--- src/rtl/acc_alu_pkg.sv ---
package acc_alu_pkg;

  localparam int unsigned FLAG_W = 5;

  // bit positions inside the status register
  localparam int unsigned FB_C  = 0;
  localparam int unsigned FB_DC = 1;
  localparam int unsigned FB_Z  = 2;
  localparam int unsigned FB_OV = 3;
  localparam int unsigned FB_N  = 4;

  typedef struct packed {
    logic n;
    logic ov;
    logic z;
    logic dc;
    logic c;
  } flags_t;

  typedef enum logic [3:0] {
    OP_ADD  = 4'd0,
    OP_ADDC = 4'd1,
    OP_SUB  = 4'd2,
    OP_SUBB = 4'd3,
    OP_AND  = 4'd4,
    OP_OR   = 4'd5,
    OP_XOR  = 4'd6,
    OP_RLC  = 4'd7,
    OP_RRC  = 4'd8,
    OP_MOVE = 4'd9
  } alu_op_e;

  function automatic logic op_is_arith(input logic [3:0] op);
    return (op <= 4'd3);
  endfunction

  function automatic logic op_is_bitwise(input logic [3:0] op);
    return (op == 4'd4) || (op == 4'd5) || (op == 4'd6) || (op == 4'd9);
  endfunction

  function automatic logic op_is_rotate(input logic [3:0] op);
    return (op == 4'd7) || (op == 4'd8);
  endfunction

  function automatic logic op_is_valid(input logic [3:0] op);
    return (op <= 4'd9);
  endfunction

endpackage

--- src/rtl/acc_alu_arith.sv ---
module acc_alu_arith #(
  parameter int unsigned W = 8
) (
  input  logic [W-1:0] opnd,
  input  logic [W-1:0] wreg,
  input  logic         do_sub,
  input  logic         use_cflag,
  input  logic         c_flag,
  output logic [W-1:0] sum,
  output logic         c_out,
  output logic         dc_out,
  output logic         ov_out
);

  localparam int unsigned HALF = W / 2;

  // full-width and low-half sums of a + b + ci
  function automatic logic [W:0] wide_add(input logic [W-1:0] a, input logic [W-1:0] b,
                                          input logic ci);
    return {1'b0, a} + {1'b0, b} + {{W{1'b0}}, ci};
  endfunction

  function automatic logic [HALF:0] half_add(input logic [HALF-1:0] a, input logic [HALF-1:0] b,
                                             input logic ci);
    return {1'b0, a} + {1'b0, b} + {{HALF{1'b0}}, ci};
  endfunction

  logic [W-1:0]  b_eff;
  logic          ci_eff;
  logic [W:0]    full_sum;
  logic [HALF:0] low_sum;
  logic          raw_cout;
  logic          raw_hc;

  // subtraction is a + ~b + 1 (minus a pending borrow); C means borrow
  assign b_eff    = do_sub ? ~wreg : wreg;
  assign ci_eff   = do_sub ? ~(use_cflag & c_flag) : (use_cflag & c_flag);
  assign full_sum = wide_add(opnd, b_eff, ci_eff);
  assign low_sum  = half_add(opnd[HALF-1:0], b_eff[HALF-1:0], ci_eff);
  assign raw_cout = full_sum[W];
  assign raw_hc   = low_sum[HALF];

  assign sum    = full_sum[W-1:0];
  assign c_out  = do_sub ? ~raw_cout : raw_cout;
  assign dc_out = do_sub ? ~raw_hc : raw_hc;
  assign ov_out = (opnd[W-1] == b_eff[W-1]) && (sum[W-1] != opnd[W-1]);

endmodule

--- src/rtl/acc_alu_bitops.sv ---
module acc_alu_bitops #(
  parameter int unsigned W = 8
) (
  input  logic [3:0]   op,
  input  logic [W-1:0] opnd,
  input  logic [W-1:0] wreg,
  input  logic         c_flag,
  output logic [W-1:0] res,
  output logic         c_out
);

  import acc_alu_pkg::*;

  always_comb begin
    res   = opnd;
    c_out = c_flag;
    case (alu_op_e'(op))
      OP_AND:  res = opnd & wreg;
      OP_OR:   res = opnd | wreg;
      OP_XOR:  res = opnd ^ wreg;
      OP_RLC: begin
        res   = {opnd[W-2:0], c_flag};
        c_out = opnd[W-1];
      end
      OP_RRC: begin
        res   = {c_flag, opnd[W-1:1]};
        c_out = opnd[0];
      end
      default: res = opnd;
    endcase
  end

endmodule

--- src/rtl/acc_alu_status.sv ---
module acc_alu_status (
  input  logic                  clk,
  input  logic                  rst_n,
  input  logic                  upd,
  input  acc_alu_pkg::flags_t   nxt,
  output acc_alu_pkg::flags_t   cur
);

  always_ff @(posedge clk or negedge rst_n) begin
    if (!rst_n) cur <= '0;
    else if (upd) cur <= nxt;
  end

endmodule

--- src/rtl/acc_alu_core.sv ---
module acc_alu_core #(
  parameter int unsigned W = 8
) (
  input  logic         clk,
  input  logic         rst_n,
  input  logic         exec_en,
  input  logic [3:0]   op_code,
  input  logic [W-1:0] wreg_val,
  input  logic [W-1:0] file_val,
  input  logic [W-1:0] lit_val,
  input  logic         use_lit,
  input  logic         dest_sel,
  output logic [W-1:0] res_val,
  output logic         wr_wreg,
  output logic         wr_file,
  output logic [4:0]   flags
);

  import acc_alu_pkg::*;

  // operand path
  logic [W-1:0] operand_sel;
  assign operand_sel = use_lit ? lit_val : file_val;

  // named decode events
  logic commit_evt;
  logic arith_evt;
  logic bitwise_evt;
  logic rotl_evt;
  logic rotr_evt;
  assign commit_evt  = exec_en && op_is_valid(op_code);
  assign arith_evt   = commit_evt && op_is_arith(op_code);
  assign bitwise_evt = commit_evt && op_is_bitwise(op_code);
  assign rotl_evt    = commit_evt && (op_code == OP_RLC);
  assign rotr_evt    = commit_evt && (op_code == OP_RRC);

  flags_t flag_q;
  flags_t flag_d;

  // arithmetic unit
  logic [W-1:0] ar_sum;
  logic         ar_c;
  logic         ar_dc;
  logic         ar_ov;

  acc_alu_arith #(.W(W)) u_arith (
    .opnd      (operand_sel),
    .wreg      (wreg_val),
    .do_sub    (op_code[1]),
    .use_cflag (op_code[0]),
    .c_flag    (flag_q.c),
    .sum       (ar_sum),
    .c_out     (ar_c),
    .dc_out    (ar_dc),
    .ov_out    (ar_ov)
  );

  // bitwise and rotate unit
  logic [W-1:0] bo_res;
  logic         bo_c;

  acc_alu_bitops #(.W(W)) u_bitops (
    .op     (op_code),
    .opnd   (operand_sel),
    .wreg   (wreg_val),
    .c_flag (flag_q.c),
    .res    (bo_res),
    .c_out  (bo_c)
  );

  // result and next-flag selection
  logic [W-1:0] res_d;

  always_comb begin
    res_d  = op_is_arith(op_code) ? ar_sum : bo_res;
    flag_d = flag_q;
    if (op_is_arith(op_code)) begin
      flag_d.c  = ar_c;
      flag_d.dc = ar_dc;
      flag_d.ov = ar_ov;
    end else if (op_is_rotate(op_code)) begin
      flag_d.c = bo_c;
    end
    flag_d.z = (res_d == '0);
    flag_d.n = res_d[W-1];
  end

  acc_alu_status u_status (
    .clk   (clk),
    .rst_n (rst_n),
    .upd   (commit_evt),
    .nxt   (flag_d),
    .cur   (flag_q)
  );

  // registered result and write-target strobes
  always_ff @(posedge clk or negedge rst_n) begin
    if (!rst_n) begin
      res_val <= '0;
      wr_wreg <= 1'b0;
      wr_file <= 1'b0;
    end else begin
      if (commit_evt) res_val <= res_d;
      wr_wreg <= commit_evt && !dest_sel;
      wr_file <= commit_evt && dest_sel;
    end
  end

  assign flags = flag_q;

  // assertions next to the logic they guard
  AST_ONE_TARGET: assert property (@(posedge clk) disable iff (!rst_n)
    $onehot0({wr_wreg, wr_file}));

  AST_DEST_ROUTE: assert property (@(posedge clk) disable iff (!rst_n)
    commit_evt |=> (wr_file == $past(dest_sel)) && (wr_wreg == !$past(dest_sel)));

  AST_ZERO_FLAG: assert property (@(posedge clk) disable iff (!rst_n)
    (wr_wreg || wr_file) |-> (flags[FB_Z] == (res_val == '0)));

  AST_NEG_FLAG: assert property (@(posedge clk) disable iff (!rst_n)
    (wr_wreg || wr_file) |-> (flags[FB_N] == res_val[W-1]));

  AST_LOGIC_KEEP: assert property (@(posedge clk) disable iff (!rst_n)
    bitwise_evt |=> (flags[FB_C] == $past(flags[FB_C])) && (flags[FB_DC] == $past(flags[FB_DC]))
                    && (flags[FB_OV] == $past(flags[FB_OV])));

  AST_ROTL_CARRY: assert property (@(posedge clk) disable iff (!rst_n)
    rotl_evt |=> (flags[FB_C] == $past(operand_sel[W-1])) && (res_val[0] == $past(flags[FB_C])));

  AST_ROTR_CARRY: assert property (@(posedge clk) disable iff (!rst_n)
    rotr_evt |=> (flags[FB_C] == $past(operand_sel[0])) && (res_val[W-1] == $past(flags[FB_C])));

  AST_IDLE_HOLD: assert property (@(posedge clk) disable iff (!rst_n)
    !commit_evt |=> $stable(flags) && $stable(res_val) && !wr_wreg && !wr_file);

endmodule

--- config.mk ---
export PLATFORM = sky130hd
export DESIGN_NAME = acc_alu_core
export DESIGN_NICKNAME = d
export VERILOG_FILES = /design/src/rtl/acc_alu_pkg.sv /design/src/rtl/acc_alu_arith.sv /design/src/rtl/acc_alu_bitops.sv /design/src/rtl/acc_alu_status.sv /design/src/rtl/acc_alu_core.sv
export SDC_FILE = /design/constraint.sdc
export NUM_CORES = 1
export LEC_CHECK = 0
export BUFFER_PORTS_ARGS = -buffer_cell sky130_fd_sc_hd__buf_4
export CORE_UTILIZATION = 59
export DETAILED_ROUTE_END_ITERATION = 12
export PLACE_DENSITY_LB_ADDON = 0.3
export REMOVE_ABC_BUFFERS = 1
export SYNTH_ARGS = -nofsm -noshare
export SYNTH_HDL_FRONTEND = slang
export SYNTH_SLANG_ARGS = --single-unit
export TNS_END_PERCENT = 5
--- constraint.sdc ---
create_clock -name clk -period 6.12 [get_ports clk]
set_input_delay 0.918 -clock clk [delete_from_list [all_inputs] [get_ports clk]]
set_output_delay 0.918 -clock clk [all_outputs]
set_load 0.05 [all_outputs]
=== Word level (Yosys, flattened, before mapping) ===
Cells that the tools add are included.

* Bits in writable memories: 0
* Bits in read-only memories: 0
* Input bits: 33
* Bits in latches: 0
* Register bits: 15
* Logic and storage cells: 50
* Output and inout bits: 15
* Memories kept: 0

* Reductions and logical operators: 11
* Eq/ne operators: 7
* Magnitude comparators: 2
* Divide/modulo/power cells: 0
* $add $sub $neg: 4
* Multiply operators: 0
* Mux-type cells: 10
* Bitwise gates (word level): 8
* Shifts and indexed selects: 0

{| class="wikitable"
|+ Operators with widths
! operator !! number
|-
| case mux 8 bit (5 select lines) || 1
|-
| two-way mux 8 bit || 3
|-
| == test 4 x 3 -> 1 bit, second input constant || 4
|-
| adder 8 x 8 -> 9 bit || 1
|-
| adder 9 x 1 -> 9 bit || 1
|-
| bitwise AND 8 bit || 1
|-
| zero test 8 bit || 1
|-
| inverter 8 bit || 1
|-
| OR 8 bit || 1
|-
| bitwise XOR 8 bit || 1
|-
| adder 4 x 4 -> 5 bit || 1
|-
| adder 5 x 1 -> 5 bit || 1
|-
| two-way mux 1 bit || 5
|-
| == test 4 bit, second input constant || 1
|-
| <= comparator 4 x 2 -> 1 bit, second input constant || 1
|-
| <= comparator 4 bit, second input constant || 1
|-
| logical AND 1 bit || 4
|-
| inverter 1 bit || 3
|-
| AND reduction 3 bit || 1
|-
| nonzero test 3 bit || 1
|-
| case mux 1 bit (2 select lines) || 1
|-
| AND reduction 2 bit || 1
|-
| nonzero test 2 bit || 1
|-
| bitwise AND 1 bit || 1
|-
| other kinds (4) || 4
|}

=== Longest topological paths before layout ===
* Depth in word-level cells: 7
* Mapped depth: 13
* Depth with buffers taken out: 11

=== Cells and area by module ===
A second synthesis with hierarchy kept.

* Cells, all modules: 232
* Area, all modules: 2104.5 µm²

{| class="wikitable"
|+ By module, submodules not included
! module !! sequential area each (µm²) !! instances !! area each (µm²) !! cells an instance
|-
| acc_alu_bitops || 0.0 || 1 || 724.4 || 103
|-
| acc_alu_core || 250.2 || 1 || 705.7 || 58
|-
| acc_alu_arith || 0.0 || 1 || 493.0 || 61
|-
| acc_alu_status || 125.1 || 1 || 181.4 || 10
|}

=== Worst setup path before layout ===
No wires, ideal clock.

* Path type: input port to flip-flop
* From: input port op_code[1]
* To: register u_status.cur[2] in the netlist's numbering
* Stages: 13
* Path buffers: 3
* Setup time: 121 ps
* Required time: 5999 ps
* Arrival: 3812 ps
* Slack: 2187 ps
* Cell sequence: clkbuf_8 clkbuf_1 buf_2 xnor2_1 fa_1 fa_1 nand2b_1 a21oi_1 mux2i_1 or3_2 nand4_2 nor4_2 a22o_1

* Longest elaborated chain between the ends: 5
* Elaborated cells between the ends (all ways): 15
* Those cells by class: add/sub: 2; order compare: 2; eq/ne: 5; mux: 4; reduce/logical: 2

{| class="wikitable"
|+ Ends and longest elaborated chain
! item !! RTL line !! RTL
|-
| start: declaration || acc_alu_core.sv:7 || <nowiki>input logic [3:0] op_code,</nowiki>
|-
| two-way mux 8 bit || acc_alu_arith.sv:36 || <nowiki>assign b_eff = do_sub ? ~wreg : wreg;</nowiki>
|-
| adder 8 x 8 -> 9 bit || acc_alu_arith.sv:20 || <nowiki>return {1'b0, a} + {1'b0, b} + {{W{1'b0}}, ci};</nowiki>
|-
| adder 9 x 1 -> 9 bit || acc_alu_arith.sv:20 ||
|-
| two-way mux 8 bit || acc_alu_core.sv:75 || <nowiki>res_d = op_is_arith(op_code) ? ar_sum : bo_res;</nowiki>
|-
| zero test 8 bit || acc_alu_core.sv:84 || <nowiki>flag_d.z = (res_d == '0);</nowiki>
|-
| end signal: assignment || acc_alu_status.sv:11 || <nowiki>else if (upd) cur <= nxt;</nowiki>
|-
| end: declaration || acc_alu_status.sv:6 || <nowiki>output acc_alu_pkg::flags_t cur</nowiki>
|}

Several ways; a longest one is shown, not always the timed one.
A chain may end at the register's enable or synchronous reset.

=== Worst setup path after layout ===
Ends and elaborated chain as after synthesis.

==> summary.txt <==
Run status
  – Result of the run: finished clean

Placed design
  – Routability congestion estimate: around 0.9
  – Total of buffers placed on input and output ports: 47
  – Placed Instance Area: roughly 2200 um^2
  – Half-perimeter wire length of the detailed placement result: 3440 um

Floorplanning
  – DIE HEIGHT: roughly 59 um
  – Number of top-level pins: between 40 and 50
  – Die width: between 50 and 60 um
  – Placement Rows: 20
  – Total Die Area: 3540 um^2
  – Placeable core area: a little over 3000 um^2
  – Starting density of the core: 0.628

Global routing
  – Largest net degree at the start of global routing: 37
  – Number of antenna violations at the first check in global routing: 0
  – Aggregate global-route resource usage: 0.264
  – Global route total overflow: 0
  – Global-route wire length before repair: ~7000 um
  – Vias in the first global route: between 1,500 and 2,000

Logic synthesis
  – Fraction of the yosys area taken by sequential cells: 0.180
  – Top cell type by total area after synthesis: sky130_fd_sc_hd__dfrtp_1
  – Ranking of synthesized cells by instance count: 23 x sky130_fd_sc_hd__ha_1, 19 x sky130_fd_sc_hd__inv_1, 19 x sky130_fd_sc_hd__nand2_1
  – Leading post-synthesis cells by cell area: sky130_fd_sc_hd__dfrtp_1 18%, sky130_fd_sc_hd__ha_1 15%, sky130_fd_sc_hd__mux2i_1 7.2%
  – Combined area of all synthesized cells: about 1900 um^2
  – EDFF count, synth: 0
  – Async set or reset register ratio after synthesis: 1.00
  – Top-area cell type share of the netlist area: 0.180
  – Number of unique standard cell types used by synthesis: between 50 and 60
  – Leading register cell type out of synthesis: sky130_fd_sc_hd__dfrtp_1
  – Synthesis Warnings: 0
  – Syn avg cell area: 8.48 um^2
  – Flip-flop and latch count after synthesis: 14
  – Top-count cell post-synth: sky130_fd_sc_hd__ha_1
  – Cells after Synth: 230

Power and ir drop
  – Total power divided by cell area: about 200 nW/um^2
  – Reported leakage power: 1.13 nW
  – Overall power of the completed layout: approximately 0.45 mW
  – Largest voltage drop on the vdd net: ~90 uV

Final layout
  – P&R area growth vs syn: 16.6%
  – Number of nets in the layout: 327
  – Diode count: 0
  – Proportion of layout cells with a drive suffix above 1: 0.262
  – Post-route standard cell area excluding fillers: about 2300 um^2
  – Layout filler cell count: 258

CTS
  – Post-cts resize count: 0
  – Clock sinks: 14
  – Clock insertion delay at the later pin of the skew report: 0.27 ns
  – Number of buffers on the longest clock path: 2
  – Inserted Clock Buffers: 3
  – Clock slew at the register clock pins of the worst setup and hold paths: ~0.070 ns
  – H-tree lvl count: 1
  – Buffer type at the clock tree root: sky130_fd_sc_hd__clkbuf_4
  – Number of buffers added for setup after CTS: 0
  – Total of hold buffers inserted after clock tree synthesis: 0
  – TritonCTS clock tree: done

Route
  – Antenna violation net count after detailed routing: 0
  – TritonRoute pass-1 iters: 4
  – WL per Instance: between 10 and 15 um
  – Vias per inst: between 5 and 6
  – Drt first-iter violations: 80
  – DRT Wirelength: about 4400 um
  – Remaining routing DRC violations: 0
  – Vias: around 1,800

STA
  – Time the worst path needs with I/O delays and setup: between 3 and 4 ns
  – Number of hold violations in the final report: 0
  – Max Fclk: between 200 and 300 MHz
  – RSZ-0062 raised after global routing: no
  – Setup TNS: 0 ns
  – Setup Skew: ~0.0012 ns
  – Slew Limit Headroom: 0.671
  – Final worst hold slack: between 0.4 and 0.5 ns
  – Pins Over Slew Limit: 0
  – Final setup vio count: 0
  – Period utilization: 0.580
  – Transition time at the pin with the least slew margin: roughly 0.48 ns

Worst setup path
  – Top fanout value on the critical path: 36
  – Required time at the endpoint of the critical path: ~6.3 ns
  – Element type at the critical path end: register
  – Kind of start point of the critical path: primary input
  – Type of the worst setup path: primary input to register
  – Arrival time of data at the critical path endpoint: about 3.7 ns

Job
  – Count of max-cap constraint violations: 0

Worst hold path
  – Worst min-delay path category: primary input to asynchronous set/reset pin
[routing by layer]
layer | share of wire | track usage | wire, um | vias to the layer above
li1 | - | - | - | 896
met2 | 0.49 | 0.461 | 2130 | 53
met5 | 0 | 0 | 0 | -
met3 | 0.046 | 0.0349 | 202 | 5
met1 | 0.46 | 0.326 | 2000 | 828
met4 | 0.011 | 0.105 | 47 | 0
[per-stage QoR]
stage,util,std cells,setup WS (ns)
after floorplan,-,217,2.77
after global placement,0.725,308,2.38
after detailed placement,0.725,308,2.29
after CTS,0.732,311,2.57
after global routing,0.732,311,2.42
final,0.732,311,2.57
[final cells by class]
class | instances | area [um^2] | area share
Tap cell | 44 | 55.1 | 0.0242
Clock buffer | 3 | 22.5 | 0.00991
Multi-Input combinational cell | 182 | 1410 | 0.622
Sequential cell | 14 | 350 | 0.154
Timing Repair Buffer | 47 | 353 | 0.155
Inverter | 21 | 78.8 | 0.0347
[worst max-delay path, stage by stage]
cell and delay [ns]:
sky130_fd_sc_hd__buf_4 0.36, sky130_fd_sc_hd__xnor2_1 0.17, sky130_fd_sc_hd__fa_1 0.46, sky130_fd_sc_hd__fa_1 0.41
sky130_fd_sc_hd__nand2b_1 0.17, sky130_fd_sc_hd__a21oi_1 0.24, sky130_fd_sc_hd__mux2i_1 0.11, sky130_fd_sc_hd__or3_2 0.52
sky130_fd_sc_hd__nand4_2 0.10, sky130_fd_sc_hd__nor4_2 0.04, sky130_fd_sc_hd__a22o_1 0.21
[cells by family after synthesis]
| kind of cell | synth area share |
|---|---|
| XOR/XNOR | 0.0674 |
| multiplexers | 0.125 |
| buffers and inverters | 0.0956 |
| flip-flops | 0.180 |
| AO/OA/AOI/OAI | 0.205 |
| AND/OR/NAND/NOR | 0.159 |
| adder cells (fa/ha/maj) | 0.168 |
[flip-flops by register name (all words and copies together) (netlist names)]
name          count
u_status.cur      4
wr_file           1
res_val           8
wr_wreg           1
[placed cells by master (no fill, tap or decap), types with 3 or more instances in the layout]
cell type,instances
sky130_fd_sc_hd__a21oi_1,10
sky130_fd_sc_hd__a31oi_1,6
sky130_fd_sc_hd__buf_4,47
sky130_fd_sc_hd__clkbuf_4,3
sky130_fd_sc_hd__dfrtp_1,14
sky130_fd_sc_hd__ha_1,23
sky130_fd_sc_hd__inv_1,19
sky130_fd_sc_hd__mux2i_1,14
sky130_fd_sc_hd__nand2_1,19
sky130_fd_sc_hd__nor2_1,13
sky130_fd_sc_hd__nor2b_1,4
sky130_fd_sc_hd__nor3_1,4
sky130_fd_sc_hd__o21a_1,4
sky130_fd_sc_hd__o21ai_0,18
sky130_fd_sc_hd__o22ai_1,5
sky130_fd_sc_hd__or2_2,3
sky130_fd_sc_hd__or3_1,3
sky130_fd_sc_hd__xnor2_1,5
sky130_fd_sc_hd__xor2_1,10
[power by group]
group | internal, mW | switching (mW) | leakage, nW
logic | 0.109 | 0.174 | 0.939
clock network | 0.0228 | 0.0262 | 0.0138
registers | 0.110 | 0.0105 | 0.173
[final timing paths]
path,start,end,slack (ns),depth (start not counted)
min in group clk,u_status.cur[1],u_status.cur[1],0.48,2
worst max-delay path,op_code[1],u_status.cur[2],2.57,11
worst min-delay path,rst_n,res_val[3],0.47,1
worst min register to register,u_status.cur[1],u_status.cur[1],0.48,2
max in group asynchronous,rst_n,u_status.cur[2],5.49,1
worst max register to register,u_status.cur[0],u_status.cur[2],3.10,11
Note: power is estimated with default switching activity, not from simulation.
